File: config.mk
export PLATFORM = sky130hd
export DESIGN_NAME = brush_store_loader
export DESIGN_NICKNAME = d
export VERILOG_FILES = /design/src/rtl/brush_ldr_pkg.sv /design/src/rtl/brush_ldr_ctrl.sv /design/src/rtl/brush_ldr_dp.sv /design/src/rtl/brush_store_loader.sv
export SDC_FILE = /design/constraint.sdc
export NUM_CORES = 1
export LEC_CHECK = 0
export BUFFER_PORTS_ARGS = -buffer_cell sky130_fd_sc_hd__buf_2
export CORE_ASPECT_RATIO = 0.75
export CORE_MARGIN = 2
export CORE_UTILIZATION = 55
export DETAILED_ROUTE_END_ITERATION = 12
export PLACE_DENSITY_LB_ADDON = 0.08
export SETUP_SLACK_MARGIN = 0.3
export SLEW_MARGIN = 20
export SYNTH_ARGS = -nofsm -noshare
export SYNTH_HDL_FRONTEND = slang
export SYNTH_SLANG_ARGS = --single-unit
File: constraint.sdc
create_clock -name clk -period 3.72 [get_ports clk]
set_input_delay 0.186 -clock clk [delete_from_list [all_inputs] [get_ports clk]]
set_output_delay 0.186 -clock clk [all_outputs]
set_load 0.02 [all_outputs]
File: src/rtl/brush_ldr_pkg.sv
package brush_ldr_pkg;
  typedef struct packed {
    logic load;
    logic latchLuma;
    logic writeSample;
    logic advance;
  } ldrStrobe_t;
endpackage

File: src/rtl/brush_ldr_ctrl.sv
module brush_ldr_ctrl
  import brush_ldr_pkg::*;
#(
  parameter int LINE_BYTES = 768,
  parameter int SIDE_LINES = 13,
  parameter int LAST_LINES = 25,
  parameter int LCNT_W     = 16
) (
  input  logic              clk,
  input  logic              rstN,
  input  logic              startPulse,
  input  logic              byteValid,
  input  logic              xAtLast,
  input  logic              yAtLast,
  input  logic [LCNT_W-1:0] lineCount,
  output ldrStrobe_t        ctl,
  output logic              loadDone,
  output logic              diskSide
);
  localparam int LEN_W = $clog2(LINE_BYTES + 1);

  logic             active;
  logic             expectLuma;
  logic [LEN_W-1:0] lineLen;
  logic             accept;
  logic             xWrap;
  logic             lenHit;
  logic [LCNT_W-1:0] nextCount;

  always_comb begin
    accept          = active & byteValid & ~startPulse;
    ctl.load        = startPulse;
    ctl.latchLuma   = accept & expectLuma;
    ctl.writeSample = accept & ~expectLuma;
    xWrap           = ctl.writeSample & xAtLast;
    lenHit          = accept & ~xWrap & (lineLen == LEN_W'(LINE_BYTES - 1));
    ctl.advance     = xWrap | lenHit;
    nextCount       = lineCount + LCNT_W'(1);
  end

  always_ff @(posedge clk) begin
    if (!rstN) begin
      active     <= 1'b0;
      expectLuma <= 1'b1;
      lineLen    <= '0;
      loadDone   <= 1'b0;
      diskSide   <= 1'b0;
    end else if (startPulse) begin
      active     <= 1'b1;
      expectLuma <= 1'b1;
      lineLen    <= '0;
      loadDone   <= 1'b0;
      diskSide   <= 1'b0;
    end else if (accept) begin
      expectLuma <= ~expectLuma;
      if (xWrap)       lineLen <= LEN_W'(1);
      else if (lenHit) lineLen <= '0;
      else             lineLen <= lineLen + LEN_W'(1);
      if (ctl.advance) begin
        if (yAtLast) begin
          loadDone <= 1'b1;
          active   <= 1'b0;
        end
        if (!diskSide && nextCount == LCNT_W'(SIDE_LINES)) begin
          diskSide <= 1'b1;
        end else if (diskSide && nextCount == LCNT_W'(LAST_LINES)) begin
          loadDone <= 1'b1;
          active   <= 1'b0;
        end
      end
    end
  end
endmodule

File: src/rtl/brush_ldr_dp.sv
module brush_ldr_dp
  import brush_ldr_pkg::*;
#(
  parameter int START_W = 12,
  parameter int COORD_W = 8,
  parameter int LCNT_W  = 16,
  localparam int CNT_W  = START_W + 1,
  localparam int ADDR_W = 2 * COORD_W
) (
  input  logic               clk,
  input  logic               rstN,
  input  ldrStrobe_t         ctl,
  input  logic [START_W-1:0] xStart,
  input  logic [START_W-1:0] yStart,
  input  logic               lumaEn,
  input  logic               chromaEn,
  input  logic [7:0]         byteData,
  output logic               xAtLast,
  output logic               yAtLast,
  output logic               lumaWe,
  output logic               chromaWe,
  output logic [ADDR_W-1:0]  storeAddr,
  output logic [7:0]         lumaData,
  output logic [7:0]         chromaData,
  output logic [LCNT_W-1:0]  lineCount,
  output logic               lineClk
);
  localparam logic [CNT_W-1:0] LAST_POS = {1'b0, {START_W{1'b1}}};

  logic [CNT_W-1:0]   xCnt;
  logic [CNT_W-1:0]   yCnt;
  logic [START_W-1:0] xBase;
  logic [START_W-1:0] yBase;
  logic [7:0]         lumaHold;
  logic [COORD_W-1:0] xOff;
  logic [COORD_W-1:0] yOff;

  always_comb begin
    xAtLast = (xCnt == LAST_POS);
    yAtLast = (yCnt == LAST_POS);
    xOff = (xCnt[COORD_W-1:0] - xBase[COORD_W-1:0]) ^ COORD_W'(7);
    yOff = (yCnt[COORD_W-1:0] - yBase[COORD_W-1:0]) ^ COORD_W'(7);
  end

  always_ff @(posedge clk) begin
    if (!rstN) begin
      xCnt       <= '0;
      yCnt       <= '0;
      xBase      <= '0;
      yBase      <= '0;
      lumaHold   <= '0;
      lumaWe     <= 1'b0;
      chromaWe   <= 1'b0;
      storeAddr  <= '0;
      lumaData   <= '0;
      chromaData <= '0;
      lineCount  <= '0;
      lineClk    <= 1'b0;
    end else begin
      lumaWe   <= 1'b0;
      chromaWe <= 1'b0;
      if (ctl.load) begin
        xCnt      <= CNT_W'(xStart);
        yCnt      <= CNT_W'(yStart);
        xBase     <= xStart;
        yBase     <= yStart;
        lineCount <= '0;
        lineClk   <= 1'b0;
      end else begin
        if (ctl.latchLuma) lumaHold <= byteData;
        if (ctl.writeSample) begin
          lumaWe     <= lumaEn;
          chromaWe   <= chromaEn;
          storeAddr  <= {yOff, xOff};
          lumaData   <= lumaHold;
          chromaData <= byteData;
        end
        if (ctl.advance) begin
          xCnt      <= CNT_W'(xBase);
          yCnt      <= yCnt + CNT_W'(1);
          lineCount <= lineCount + LCNT_W'(1);
          lineClk   <= ~lineClk;
        end else if (ctl.writeSample) begin
          xCnt <= xCnt + CNT_W'(1);
        end
      end
    end
  end
endmodule

File: src/rtl/brush_store_loader.sv
module brush_store_loader
  import brush_ldr_pkg::*;
#(
  parameter int START_W    = 12,
  parameter int COORD_W    = 8,
  parameter int LCNT_W     = 16,
  parameter int LINE_BYTES = 768,
  parameter int SIDE_LINES = 13,
  parameter int LAST_LINES = 25,
  localparam int ADDR_W    = 2 * COORD_W
) (
  input  logic               clk,
  input  logic               rstN,
  input  logic               startPulse,
  input  logic [START_W-1:0] xStart,
  input  logic [START_W-1:0] yStart,
  input  logic               lumaEn,
  input  logic               chromaEn,
  input  logic               byteValid,
  input  logic [7:0]         byteData,
  output logic               lumaWe,
  output logic [ADDR_W-1:0]  lumaAddr,
  output logic [7:0]         lumaData,
  output logic               chromaWe,
  output logic [ADDR_W-1:0]  chromaAddr,
  output logic [7:0]         chromaData,
  output logic [LCNT_W-1:0]  lineCount,
  output logic               lineClk,
  output logic               diskSide,
  output logic               loadDone
);
  ldrStrobe_t        ctl;
  logic              xAtLast;
  logic              yAtLast;
  logic [ADDR_W-1:0] storeAddr;

  brush_ldr_ctrl #(
    .LINE_BYTES(LINE_BYTES), .SIDE_LINES(SIDE_LINES),
    .LAST_LINES(LAST_LINES), .LCNT_W(LCNT_W)
  ) u_ctrl (
    .clk(clk), .rstN(rstN), .startPulse(startPulse), .byteValid(byteValid),
    .xAtLast(xAtLast), .yAtLast(yAtLast), .lineCount(lineCount),
    .ctl(ctl), .loadDone(loadDone), .diskSide(diskSide)
  );

  brush_ldr_dp #(
    .START_W(START_W), .COORD_W(COORD_W), .LCNT_W(LCNT_W)
  ) u_dp (
    .clk(clk), .rstN(rstN), .ctl(ctl), .xStart(xStart), .yStart(yStart),
    .lumaEn(lumaEn), .chromaEn(chromaEn), .byteData(byteData),
    .xAtLast(xAtLast), .yAtLast(yAtLast), .lumaWe(lumaWe), .chromaWe(chromaWe),
    .storeAddr(storeAddr), .lumaData(lumaData), .chromaData(chromaData),
    .lineCount(lineCount), .lineClk(lineClk)
  );

  assign lumaAddr   = storeAddr;
  assign chromaAddr = storeAddr;
endmodule

* After elaboration in Yosys (flattened, before gate mapping)
Cells that the tools add are included. W data, S select, Z words.
Word-level totals: register bits 119, word-level logic and storage cells 76
Cells by class: add/sub/neg operators 6, equality and inequality tests 5, multiplexer cells 16, bitwise logic cells 16, reductions and logical operators 14
Operators with widths (number):
- $mux W12 | 5
- $add A13 B1 Y13 const B | 2
- $eq A13 B12 Y1 const B | 2
- $mux W10 | 2
- $add A16 B1 Y16 const B | 1
- $eq A16 B4 Y1 const B | 1
- $eq A16 B5 Y1 const B | 1
- $sub A8 B8 Y8 | 2
- $add A10 B1 Y10 const B | 1
- $eq A10 B10 Y1 const B | 1
- $mux W1 | 9
- $reduce_and A2 Y1 | 4
- $and A1 B1 Y1 | 7
- $not A1 Y1 | 6
- $not A3 Y3 | 2
- $reduce_or A3 Y1 | 2
- $reduce_bool A2 Y1 | 2
- $reduce_and A3 Y1 | 1
- $reduce_bool A3 Y1 | 1
- $logic_and A1 B1 Y1 | 2
- $reduce_or A2 Y1 | 1
- $logic_not A1 Y1 | 1
- $or A1 B1 Y1 | 1

* Longest topological paths before layout
word-level depth 11, gate-level depth with buffers 10

* Modules after synthesis
A second synthesis with hierarchy kept.
Unflattened totals: cell total of the unflattened synthesis 720, area total of the unflattened synthesis 6048.3 um^2
Modules (own cells, without submodules):
- brush_ldr_dp | instances 1, cells each 602, area an instance 5094.9 um^2, seq. area each 2102.0 um^2
- brush_ldr_ctrl | instances 1, cells each 102, area an instance 833.3 um^2, seq. area each 280.3 um^2
- brush_store_loader | instances 1, cells each 16, area an instance 120.1 um^2, seq. area each 0.0 um^2

* Worst setup path before layout
No wires, ideal clock.
path type flip-flop to flip-flop, start register u_dp.lineCount[6], end register u_ctrl.active, library setup time 0.138 ns, data arrival time 1.958 ns, required time 3.582 ns, slack 1.624 ns, stages on the path, launching flop included 7, period minus slack after synthesis 2.096 ns, path through dfxtp_1 nand3_1 or4_1 a211oi_1 o2111ai_1 nor4_1 o221ai_1
Between the ends: cells in the longest elaborated chain, start to end 8, elaborated cells between the ends (all ways) 10
Ends and longest elaborated chain:
- start, declared | line brush_ldr_dp.sv:25 | output logic [LCNT_W-1:0] lineCount,
- start signal, assigned | line brush_ldr_dp.sv:81 | lineCount <= lineCount + LCNT_W'(1);
- $add A16 B1 Y16 (*) | line brush_ldr_ctrl.sv:38 | nextCount = lineCount + LCNT_W'(1);
- $eq A16 B5 Y1 | line brush_ldr_ctrl.sv:66 | end else if (diskSide && nextCount == LCNT_W'(LAST_LINES)) begin
- $logic_and A1 B1 Y1 | line brush_ldr_ctrl.sv:66
- $mux W1 | line brush_ldr_ctrl.sv:66
- $mux W1 (*) | line brush_ldr_ctrl.sv:64 | if (!diskSide && nextCount == LCNT_W'(SIDE_LINES)) begin
- $mux W1 (*) | line brush_ldr_ctrl.sv:59 | if (ctl.advance) begin
- $mux W1 (*) | line brush_ldr_ctrl.sv:54 | end else if (accept) begin
- $mux W1 (*) | line brush_ldr_ctrl.sv:48 | end else if (startPulse) begin
- end signal, assigned | line brush_ldr_ctrl.sv:49 | active <= 1'b1;
- end signal, assigned | line brush_ldr_ctrl.sv:62 | active <= 1'b0;
- end signal, assigned | line brush_ldr_ctrl.sv:68 | active <= 1'b0;
- end, declared | line brush_ldr_ctrl.sv:22 | logic active;
Mark *: on every way between the ends. The rest lies on a longest branch, timed or not. The select of a mux whose other input is x is not followed. A chain may end at the register's enable or synchronous reset.

* Worst setup path after layout
start register u_dp.xCnt[1], end register u_dp.lineCount[4]
Between the ends: cells in the longest elaborated chain, start to end 6
Ends and longest elaborated chain:
- start, declared | line brush_ldr_dp.sv:30 | logic [CNT_W-1:0] xCnt;
- start signal, assigned | line brush_ldr_dp.sv:63 | xCnt <= CNT_W'(xStart);
- start signal, assigned | line brush_ldr_dp.sv:79 | xCnt <= CNT_W'(xBase);
- start signal, assigned | line brush_ldr_dp.sv:84 | xCnt <= xCnt + CNT_W'(1);
- $eq A13 B12 Y1 (*) | line brush_ldr_dp.sv:39 | xAtLast = (xCnt == LAST_POS);
- $and A1 B1 Y1 (*) | line brush_ldr_ctrl.sv:35 | xWrap = ctl.writeSample & xAtLast;
- $not A1 Y1 | line brush_ldr_ctrl.sv:36 | lenHit = accept & ~xWrap & (lineLen == LEN_W'(LINE_BYTES - 1));
- $and A1 B1 Y1 (2 in a row) | line brush_ldr_ctrl.sv:36
- $or A1 B1 Y1 (*) | line brush_ldr_ctrl.sv:37 | ctl.advance = xWrap | lenHit;
Mark *: on every way between the ends. The rest lies on a longest branch, timed or not.

==> flow_summary_export.csv <==
group,metric,value,unit
outcome,status,"finished, final reports clean",
clocking,cts_tree,"built",
clocking,post-cts-setup-buffers,0,
routing,routed_wl,15350,um
global_routing,grt.total_usage,26.18,%
critical_path,endpoint_kind,"register",
synthesis,synth_area,0.005966,mm2
routing,drtAntennaViolNets,0,
timing,setup_tns,0,ns
job,max_cap_viol_count,0,
synthesis,ys_warn_count,0,
routing,via_count,5510,
clocking,htreeDepth,4,
synthesis,synth_top_area_cell,"dfxtp_1",
routing,drt-initial-drc-count,446,
clocking,cts_resized,0,
synthesis,netlist_instances,735,
global_routing,grt_pass1_vias,5093,
clocking,cts_sinks,119,
clocking,numCtsBuffers,17,
routing,dr_wl_met3,925,um
timing,fin_skew,0.005255,ns
timing,tightestPinTransition,0.7055,ns
critical_path,crit_type,"reg -> reg",
finish,num_antenna_cells,0,
critical_path,cp_slowest_cell,"dfxtp_1",
synthesis,synth-edff-count,0,
power,p_leak,2.954,nW
timing,fin_crit,2.541,ns
synthesis,ys_types,59,
placed_design,hpwl,10360,um
clocking,clock_latency,0.41,ns
timing,setup_viol,0,
placed_design,place.gp.congestion,0.8423,
power,power.switching,0.7927,mW
synthesis,synthesis.nets,794,
routing,dr.pass1.iters,5,
power,combPwrFrac,8.1,%
synthesis,synthTopCellsByArea,"dfxtp_1, nand2_1, a21oi_1",
timing,timing.slew.headroom,52.85,%
power,seq_power_share,40.2,%
power,ir_worst_vdd,0.3208,mV
floorplan,dieWidth,124.3,um
clocking,ctsLongestPathBuffers,2,
global_routing,grt_pass1_wl,24770,um
critical_path,r2r_slack,1.18,ns
power,power_frac_clock,51.7,%
routing,wire_per_inst,16.03,um
synthesis,ys_seq_area_share,39.93,%
floorplan,fp.coreArea,0.01041,mm2
finish,drive_gt1_share,18.86,%
timing,finalHoldViolations,0,
synthesis,synthArstFlopShare,0,%
timing,timing_max_transition_violations_final,0,
worst_hold_path,hold_class,"in -> reg",
placed_design,dp_cells,926,
clocking,cts_hold_buf,0,
critical_path,critPathLaunchType,"register",
floorplan,io_pins,107,
synthesis,ys_ff_latch,119,
power,p_sw_share,23.68,%
floorplan,die_h,94.20,um
clocking,cts.clk_slew.worst_paths,0.06,ns
routing,wl_met1,7019,um
clocking,cts-root-buf,"clkbuf_16",
floorplan,rows,32,
finish,final_cells,958,
routing,via_per_inst,5.752,
global_routing,antenna_found_initial,0,
placed_design,numPortBuffers,106,
critical_path,critPathMaxStageDelay,0.45,ns
critical_path,cp.arrival,2.81,ns
timing,period_share,68.30,%
synthesis,synth_top_area_share,39.93,%
routing,wl_met2,7175,um
timing,fmax,393.6,MHz
synthesis,synth_area_per_cell,8.117,um2
floorplan,dieArea,0.01170,mm2
critical_path,crit_path_frequent_cell,"nand4_1",
routing,drc,0,
critical_path,worst_ep_required_time,3.99,ns
power,power,3.348,mW
routing,top_layer,"met4",
critical_path,path_cells,"ha_1, and4_1, nand4_1, nand2_1, buf_4, nand4_1, xor2_1, nor2_1",
power,cellPowerDensity,474.6,mW/mm2
synthesis,ys.flop_type,"dfxtp_1",
global_routing,grt-ovfl-total,0,
floorplan,initial_utilization,57.31,%
finish,nets,868,
timing,rsz0062_at_grt,"no",
finish,syn_to_final_growth,18.23,%
power,p_int,2.555,mW
global_routing,grt_max_degree,47,
critical_path,crit_fanout,14,
-- layer usage --
| metal | up-vias | global-route usage (%) |
|---|---|---|
| li1 | 2687 | - |
| met1 | 2615 | 33.50 |
| met2 | 187 | 43.85 |
| met3 | 21 | 5.581 |
| met4 | 0 | 9.644 |
| met5 | - | 0 |
-- registers in the layout, indices dropped and copies added, names as in the netlist --
signal,count
u_ctrl.diskSide,1
u_dp.lineCount,16
u_ctrl.lineLen,10
u_dp.storeAddr,16
u_dp.yBase,8
u_dp.lumaWe,1
u_ctrl.expectLuma,1
u_dp.chromaWe,1
u_dp.chromaData,8
u_ctrl.active,1
u_dp.xCnt,13
u_dp.yCnt,13
u_dp.lumaData,8
u_ctrl.loadDone,1
u_dp.lineClk,1
u_dp.lumaHold,8
u_dp.xBase,12
-- area by class of cell --
class,instances,area (um2)
clock buffers,19,442.9
clock inverters,13,178.9
fillers,899,3357
inverters,33,123.9
multi-input cells,525,3172
flip-flops and latches,119,2382
well taps,136,170.2
repair buffers,113,583.1
-- worst max-delay path: cells and delay by family (launching register included) --
family,cells,cell delay (ns)
simple gates,5,1.19
xor+xnor,1,0.18
fa+ha+maj,1,0.27
buf+inv,1,0.30
flops,1,0.45
-- power by group through the flow --
stage / logic (mW) / clock network [mW] / registers (mW)
floorplan: 0.190 / 0 / 1.36
global placement: 0.257 / 0 / 1.37
detailed placement: 0.264 / 0 / 1.37
CTS: 0.269 / 1.74 / 1.34
global route: 0.300 / 1.80 / 1.35
finish: 0.271 / 1.73 / 1.35
-- cells in the mapped netlist, drive strengths merged, types with 3 or more instances --
cell and n:
a211oi 5, a21oi 65, a222oi 5, a22oi 9
a31oi 7, and2 8, and3 11, and4 7
buf 31, clkbuf 27, dfxtp 119, ha 19
inv 33, mux2i 17, nand2 105, nand3 26
nand4 16, nor2 76, nor2b 6, nor3 15
nor4 5, o211ai 4, o21a 4, o21ai 21
o221ai 3, o31ai 3, or2 4, or3 7
xnor2 22, xor2 21
-- stage by stage --
step	setup slack (ns)	instance area [um2]	util [%]	hold WS [ns]
after global placement	1.307	6431	61.78	0.4201
after CTS	1.216	7053	67.75	0.002108
after floorplan	1.624	5966	-	0.3220
after global routing	0.9838	7053	67.75	0.01636
after detailed placement	1.237	6431	61.78	0.4244
final	1.179	7053	67.75	0.007148
-- worst paths after layout --
path                     from                end  depth (start not counted)
min                  chromaEn      u_dp.chromaWe                          2
max reg2reg      u_dp.xCnt[1]  u_dp.lineCount[4]                          8
min reg2reg  u_dp.lumaHold[5]   u_dp.lumaData[5]                          2
max              u_dp.xCnt[1]  u_dp.lineCount[4]                          8
-- kinds of logic (layout without fill, tap and decap cells) --
| family | Yosys count | in the layout | synth area share (%) |
|---|---|---|---|
| flip-flops | 119 | 119 | 39.93 |
| adder cells (fa/ha/maj) | 21 | 21 | 4.656 |
| buffers and inverters | 91 | 178 | 7.152 |
| AND/OR/NAND/NOR | 296 | 296 | 23.36 |
| multiplexers | 18 | 18 | 3.041 |
| XOR/XNOR | 43 | 43 | 6.313 |
| AO/OA/AOI/OAI | 147 | 147 | 15.54 |
-- placed cells by master, fill, tap and decap left out, types with 3 or more instances in the layout --
cell type   count
o31ai_1         3
nor4_1          5
a222oi_1        5
and2_1          7
clkinv_2        4
nand3_1        26
or2_2           4
mux2i_1        17
a22oi_1         9
buf_2         106
or3_1           7
o211ai_1        4
nand4_1        15
ha_1           19
buf_4           7
nor2b_1         6
clkbuf_16      17
a31oi_1         7
nand2_1       105
o221ai_1        3
nor2_1         76
and4_1          7
nor3_1         15
xor2_1         21
a211oi_1        5
bufinv_16       4
dfxtp_1       119
and3_1         11
inv_1          32
o21ai_0        21
clkinvlp_4      4
xnor2_1        22
o21a_1          4
a21oi_1        65
Note: power is estimated with default switching activity, not from simulation.
